File: config.mk
export PLATFORM = sky130hd
export DESIGN_NAME = nco_mixer
export DESIGN_NICKNAME = d
export VERILOG_FILES = /design/src/rtl/nco_pkg.sv /design/src/rtl/nco_phase.sv /design/src/rtl/nco_sincos_rom.sv /design/src/rtl/nco_mix.sv /design/src/rtl/nco_mixer.sv
export SDC_FILE = /design/constraint.sdc
export NUM_CORES = 2
export LEC_CHECK = 0
export ABC_AREA = 1
export BUFFER_PORTS_ARGS = -buffer_cell sky130_fd_sc_hd__buf_2
export CAP_MARGIN = 20
export CORE_UTILIZATION = 26
export CTS_BUF_LIST = sky130_fd_sc_hd__clkbuf_16
export DETAILED_ROUTE_END_ITERATION = 8
export PLACE_DENSITY = 0.48
export SLEW_MARGIN = 0
export SYNTH_ARGS = -nofsm -noshare
export SYNTH_HDL_FRONTEND = slang
export SYNTH_SLANG_ARGS = --single-unit
File: constraint.sdc
create_clock -name clk -period 8.6 [get_ports clk]
set_input_delay 0.86 -clock clk [delete_from_list [all_inputs] [get_ports clk]]
set_output_delay 0.86 -clock clk [all_outputs]
set_load 0.005 [all_outputs]
File: src/rtl/nco_pkg.sv
package nco_pkg;
  localparam int PHASE_W  = 32;
  localparam int LUT_AW   = 10;
  localparam int DATA_W   = 16;
  localparam int DITH_W   = 4;
  localparam int LFSR_W   = 16;
  localparam logic [15:0] LFSR_SEED = 16'hACE1;
  localparam logic [15:0] LFSR_TAPS = 16'hB400;
  localparam longint PI_Q30 = 64'sd3373259426;

  // Sine at the centre of quarter-wave bin k, scaled by amp, using an integer Taylor series in Q30
  function automatic int quarter_sine(input int k, input int qn, input int amp);
    longint x, x2, term, sum;
    x    = (longint'(2 * k + 1) * PI_Q30) / (4 * longint'(qn));
    x2   = (x * x) >>> 30;
    term = x;
    sum  = x;
    for (int n = 1; n <= 6; n++) begin
      term = -((term * x2) >>> 30) / longint'((2 * n) * (2 * n + 1));
      sum  = sum + term;
    end
    return int'((sum * longint'(amp) + (longint'(1) <<< 29)) >>> 30);
  endfunction
endpackage

File: src/rtl/nco_phase.sv
module nco_phase #(
  parameter int PHASE_W = nco_pkg::PHASE_W,
  parameter int DITH_W  = nco_pkg::DITH_W,
  parameter int LFSR_W  = nco_pkg::LFSR_W,
  parameter logic [LFSR_W-1:0] SEED = nco_pkg::LFSR_SEED,
  parameter logic [LFSR_W-1:0] TAPS = nco_pkg::LFSR_TAPS
) (
  input  logic               clk,
  input  logic               rst_n,
  input  logic [PHASE_W-1:0] freq_word_i,
  input  logic               hop_i,
  input  logic               clr_on_hop_i,
  input  logic               dither_en_i,
  output logic [PHASE_W-1:0] acc_o,
  output logic [PHASE_W-1:0] freq_act_o
);
  logic [LFSR_W-1:0]  lfsr_q;
  logic [PHASE_W-1:0] dith_ext;
  logic               hop_clear;

  assign hop_clear = hop_i & clr_on_hop_i;
  assign dith_ext  = dither_en_i ? PHASE_W'(lfsr_q[DITH_W-1:0]) : '0;

  always_ff @(posedge clk) begin
    if (!rst_n) lfsr_q <= SEED;
    else        lfsr_q <= {lfsr_q[LFSR_W-2:0], ^(lfsr_q & TAPS)};
  end

  always_ff @(posedge clk) begin
    if (!rst_n) begin
      acc_o      <= '0;
      freq_act_o <= '0;
    end else begin
      acc_o <= hop_clear ? '0 : acc_o + freq_act_o + dith_ext;
      if (hop_i) freq_act_o <= freq_word_i;
    end
  end
endmodule

File: src/rtl/nco_sincos_rom.sv
module nco_sincos_rom #(
  parameter int LUT_AW = nco_pkg::LUT_AW,
  parameter int DATA_W = nco_pkg::DATA_W
) (
  input  logic [LUT_AW-1:0]        idx_i,
  output logic signed [DATA_W-1:0] sin_o,
  output logic signed [DATA_W-1:0] cos_o
);
  localparam int QN  = 2 ** (LUT_AW - 2);
  localparam int AMP = 2 ** (DATA_W - 1) - 1;

  logic signed [DATA_W-1:0] quarter [QN];
  logic [LUT_AW-1:0]        port_idx [2];
  logic signed [DATA_W-1:0] port_val [2];

  for (genvar k = 0; k < QN; k++) begin : g_rom
    localparam int V = nco_pkg::quarter_sine(k, QN, AMP);
    assign quarter[k] = DATA_W'(V);
  end

  assign port_idx[0] = idx_i;
  assign port_idx[1] = idx_i + LUT_AW'(QN);

  for (genvar j = 0; j < 2; j++) begin : g_port
    logic [1:0]               quad;
    logic [LUT_AW-3:0]        addr;
    logic signed [DATA_W-1:0] mag;
    always_comb begin
      quad        = port_idx[j][LUT_AW-1 -: 2];
      addr        = quad[0] ? ~port_idx[j][LUT_AW-3:0] : port_idx[j][LUT_AW-3:0];
      mag         = quarter[addr];
      port_val[j] = quad[1] ? -mag : mag;
    end
  end

  assign sin_o = port_val[0];
  assign cos_o = port_val[1];
endmodule

File: src/rtl/nco_mix.sv
module nco_mix #(
  parameter int DATA_W = nco_pkg::DATA_W
) (
  input  logic                     clk,
  input  logic                     rst_n,
  input  logic                     in_valid_i,
  input  logic signed [DATA_W-1:0] in_a_i,
  input  logic signed [DATA_W-1:0] in_b_i,
  input  logic                     is_complex_i,
  input  logic                     bypass_i,
  input  logic signed [DATA_W-1:0] sin_i,
  input  logic signed [DATA_W-1:0] cos_i,
  output logic                     out_valid_o,
  output logic signed [DATA_W-1:0] out_i_o,
  output logic signed [DATA_W-1:0] out_q_o
);
  localparam int PW = 2 * DATA_W + 1;
  localparam logic signed [PW-1:0] MAXV = (PW'(1) <<< (DATA_W - 1)) - PW'(1);
  localparam logic signed [PW-1:0] MINV = -(PW'(1) <<< (DATA_W - 1));

  function automatic logic signed [DATA_W-1:0] rnd_sat(input logic signed [PW-1:0] v);
    logic signed [PW-1:0] t;
    t = (v + (PW'(1) <<< (DATA_W - 2))) >>> (DATA_W - 1);
    if (t > MAXV)      return MAXV[DATA_W-1:0];
    else if (t < MINV) return MINV[DATA_W-1:0];
    return t[DATA_W-1:0];
  endfunction

  logic                     v1, cplx1, byp1;
  logic signed [DATA_W-1:0] a1, b1, s1, c1, bb;
  logic signed [PW-1:0]     mi, mq;

  always_ff @(posedge clk) begin
    if (!rst_n) begin
      v1 <= 1'b0; cplx1 <= 1'b0; byp1 <= 1'b0;
      a1 <= '0; b1 <= '0; s1 <= '0; c1 <= '0;
    end else begin
      v1 <= in_valid_i; cplx1 <= is_complex_i; byp1 <= bypass_i;
      a1 <= in_a_i; b1 <= in_b_i; s1 <= sin_i; c1 <= cos_i;
    end
  end

  always_comb begin
    bb = cplx1 ? b1 : '0;
    mi = PW'(a1) * PW'(c1) - PW'(bb) * PW'(s1);
    mq = PW'(a1) * PW'(s1) + PW'(bb) * PW'(c1);
  end

  always_ff @(posedge clk) begin
    if (!rst_n) begin
      out_valid_o <= 1'b0; out_i_o <= '0; out_q_o <= '0;
    end else begin
      out_valid_o <= v1;
      out_i_o     <= byp1 ? a1 : rnd_sat(mi);
      out_q_o     <= byp1 ? b1 : rnd_sat(mq);
    end
  end
endmodule

File: src/rtl/nco_mixer.sv
module nco_mixer #(
  parameter int PHASE_W = nco_pkg::PHASE_W,
  parameter int LUT_AW  = nco_pkg::LUT_AW,
  parameter int DATA_W  = nco_pkg::DATA_W,
  parameter int DITH_W  = nco_pkg::DITH_W,
  parameter int LFSR_W  = nco_pkg::LFSR_W
) (
  input  logic                     clk,
  input  logic                     rst_n,
  input  logic [PHASE_W-1:0]       freq_word_i,
  input  logic [PHASE_W-1:0]       phase_offset_i,
  input  logic                     hop_i,
  input  logic                     clr_on_hop_i,
  input  logic                     dither_en_i,
  input  logic                     bypass_i,
  input  logic                     is_complex_i,
  input  logic                     in_valid_i,
  input  logic signed [DATA_W-1:0] in_a_i,
  input  logic signed [DATA_W-1:0] in_b_i,
  output logic                     out_valid_o,
  output logic signed [DATA_W-1:0] out_i_o,
  output logic signed [DATA_W-1:0] out_q_o
);
  logic [PHASE_W-1:0]       acc_q, freq_act_q;
  logic [LUT_AW-1:0]        lut_idx;
  logic signed [DATA_W-1:0] lo_sin, lo_cos;
  logic                     hop_clear;

  assign hop_clear = hop_i & clr_on_hop_i;
  assign lut_idx   = LUT_AW'((acc_q + phase_offset_i) >> (PHASE_W - LUT_AW));

  nco_phase #(.PHASE_W(PHASE_W), .DITH_W(DITH_W), .LFSR_W(LFSR_W)) u_phase (
    .clk(clk), .rst_n(rst_n), .freq_word_i(freq_word_i), .hop_i(hop_i),
    .clr_on_hop_i(clr_on_hop_i), .dither_en_i(dither_en_i),
    .acc_o(acc_q), .freq_act_o(freq_act_q)
  );

  nco_sincos_rom #(.LUT_AW(LUT_AW), .DATA_W(DATA_W)) u_rom (
    .idx_i(lut_idx), .sin_o(lo_sin), .cos_o(lo_cos)
  );

  nco_mix #(.DATA_W(DATA_W)) u_mix (
    .clk(clk), .rst_n(rst_n), .in_valid_i(in_valid_i), .in_a_i(in_a_i),
    .in_b_i(in_b_i), .is_complex_i(is_complex_i), .bypass_i(bypass_i),
    .sin_i(lo_sin), .cos_i(lo_cos), .out_valid_o(out_valid_o),
    .out_i_o(out_i_o), .out_q_o(out_q_o)
  );
endmodule

==> results.md <==
- Final hold viol count: 0
- Count of different cell masters after synthesis: 55
- Most common cell after layout, fill and taps aside: nand2_1
- Mapped Nets: between 10000 and 15000
- Hold-fix buffers at CTS: 0
- Core area: around 0.23 mm^2
- Critical Path Source Type: register
- Syn Inst Count: between 8000 and 9000
- Worst Skew: ~0.038 ns
- Worst-skew pair later-pin latency: 0.52 ns
- Area grow syn2layout: 13.45%
- Final nets: a little over 10000
- Critical Path AT: 8.70 ns
- Min Tclk post-route: 8.243 ns
- Antenna-violating nets left: 0
- Global-route wire length before repair: about 340000 um
- Final WL: 225600 um
- Vias in the first global route: 55890
- Cell Area, Placed: around 0.067 mm^2
- Top FF cell, synth: dfxtp_1
- Setup WS pre-CTS: -0.2659 ns
- Share of layout cells above drive strength 1: between 10 and 15%
- CTS Buffer Depth: 2
- Design area: 0.06858 mm^2
- CP Max Fanout: 15
- Critical Path End Type: register
- Highest clock rate: 121.3 MHz
- Pin count of the biggest net entering global routing: 94
- Register bit total from synthesis: 180
- Worst reg2reg setup slack: 0.36 ns
- DR iter-0 viols: 3797
- Via density: 4.648
- Rows: ~180
- TritonCTS clock tree: yes
- Reg clk slew, reported paths: roughly 0.1 ns
- Die H: 484.2 um
- CTS Root Cell: clkbuf_16
- IO Pins: 137
- Gpl congestion: 0.9454
- Endpoints failing setup: 0
- Hold Startpoint: u_phase.lfsr_q[9]$_SDFF_PN0_
- Detailed-route wire length per cell: 19.46 um
- Maxcap violations: 0
- DRT Pass-1 Iters: 6
- Worst path required time: 9.06 ns
- Synth warn: 0
- Worst slew pin tran: between 1 and 1.5 ns
- Synth Cell Area: 0.06045 mm^2
- Crit path from: u_mix.cplx1$_SDFF_PN0_
- WS Path Type: reg2reg
- Final slew viol count: 0
- Final non-filler cell total: around 12000
- Async S/R FF share, synth: 0%
- Seq/Total Area, Yosys: 5.961%
- Worst slew margin: between 20% and 30%
- H-Tree Depth: 4
- EDFF count, synth: 0
- CTS Buf Count: 17
- Syn avg cell area: between 7 and 8 um^2
- Die footprint: 0.2344 mm^2
- Antenna violations before repair: 11
- Initial core utilization: 26.22%
- Gr ovfl total: 0
- Via Count: approximately 54000
- Max incr delay on CP: between 0.6 and 0.7 ns
- Post-Place Cells: 11520
- Clock Sinks: 180
- Final period util: 95.84%
- Drc violations: 0
- Count of input and output buffers: 136
- Most frequent cells in the layout: 1970 x nand2_1, 1901 x inv_1, 1058 x fa_1
- Worst Slack Setup Final: between 0.3 and 0.4 ns
- Die width: 484.2 um
- Status: complete, no violations
- All-layer global routing usage: between 10% and 20%
- Hold Path Class: reg2reg
- R2r startpoint: u_mix.cplx1$_SDFF_PN0_
- DP HPWL: roughly 190000 um
- Slowest CP cell: fa_2
## routing by layer
| layer | global-route usage [%] | vias to the layer above | share of wire, % |
|---|---|---|---|
| met2 | 30.52 | 1758 | 44 |
| met4 | 5.124 | 4 | 3.0 |
| li1 | - | 25340 | - |
| met5 | 0 | - | 0.012 |
| met3 | 2.407 | 293 | 6.5 |
| met1 | 27.19 | 26490 | 46 |
## worst max-delay path, delay by kind of cell (launching register included)
| kind | cells | cell delay [ns] |
|---|---|---|
| flops | 1 | 0.37 |
| xor+xnor | 2 | 0.32 |
| fa+ha+maj | 9 | 4.08 |
| simple gates | 5 | 0.59 |
| buf+inv | 9 | 1.38 |
| compound gates | 8 | 1.42 |
## flip-flops by register name, summed over array words and instances (netlist names), 16 cells and up
name                count
u_mix.a1               16
u_mix.b1               16
u_mix.c1               16
u_mix.out_i_o          16
u_mix.out_q_o          16
u_mix.s1               16
u_phase.acc_o          32
u_phase.freq_act_o     32
u_phase.lfsr_q         16
## metrics by stage
| step | TNS (ns) | hold WS (ns) | util, % |
|---|---|---|---|
| CTS | 0 | 0.4180 | 29.20 |
| global placement | -4.021 | 0.3953 | 28.90 |
| global route | -1.161 | 0.4271 | 29.74 |
| floorplan | 0 | 0.3905 | - |
| detailed placement | -5.848 | 0.3990 | 28.90 |
| finish | 0 | 0.4138 | 29.75 |
## kinds of logic (layout without fill, tap and decap cells)
logic type | after synthesis | in the layout | synth area share (%)
buf+inv | 2264 | 2510 | 14.65
other cells | 0 | 4 | 0
flops | 180 | 180 | 5.961
fa+ha+maj | 1670 | 1670 | 47.74
compound gates | 793 | 793 | 7.172
simple gates | 3225 | 3225 | 21.79
xor+xnor | 185 | 185 | 2.693
## cell usage after synthesis (all sizes together) (41+ instances only)
library cell | number | area [um^2]
clkbuf | 213 | 799.5
dfxtp | 180 | 3603
nand3 | 412 | 2077
xnor2 | 79 | 699.4
nor2 | 646 | 2497
nand2 | 2036 | 7797
inv | 1931 | 7248
fa | 1061 | 21240
buf | 115 | 789.5
a21oi | 388 | 1957
o21ai | 269 | 1354
or2 | 41 | 256.5
ha | 609 | 7620
xor2 | 106 | 928.4
## layout make-up
type,count,area [um^2]
diodes,4,10.01
clock buffers,17,425.4
clock inverters,15,209.0
fillers,25030,162000
inverters,1936,7308
multi-input cells,5873,48800
flip-flops and latches,180,3626
well taps,3026,3786
repair buffers,542,4413
## final timing paths
check                                        to  cells after the start
setup / recovery    u_mix.out_q_o[6]$_SDFF_PN0_                     33
hold / removal    u_phase.lfsr_q[10]$_SDFF_PN1_                      1
setup reg to reg    u_mix.out_q_o[6]$_SDFF_PN0_                     33
hold reg to reg   u_phase.lfsr_q[10]$_SDFF_PN1_                      1
## repair_timing
item / 4_1_cts / 5_1_grt
cloned: 0 / 5
pin swaps: 5 / 81
gates resized for setup: 13 / 248
setup endpoints to repair: 32 / 32
setup buffers: 2 / 29
Power is left out: the tool's default activity adds up to more than one toggle a clock period on the data nets, which glitch-free logic cannot reach.
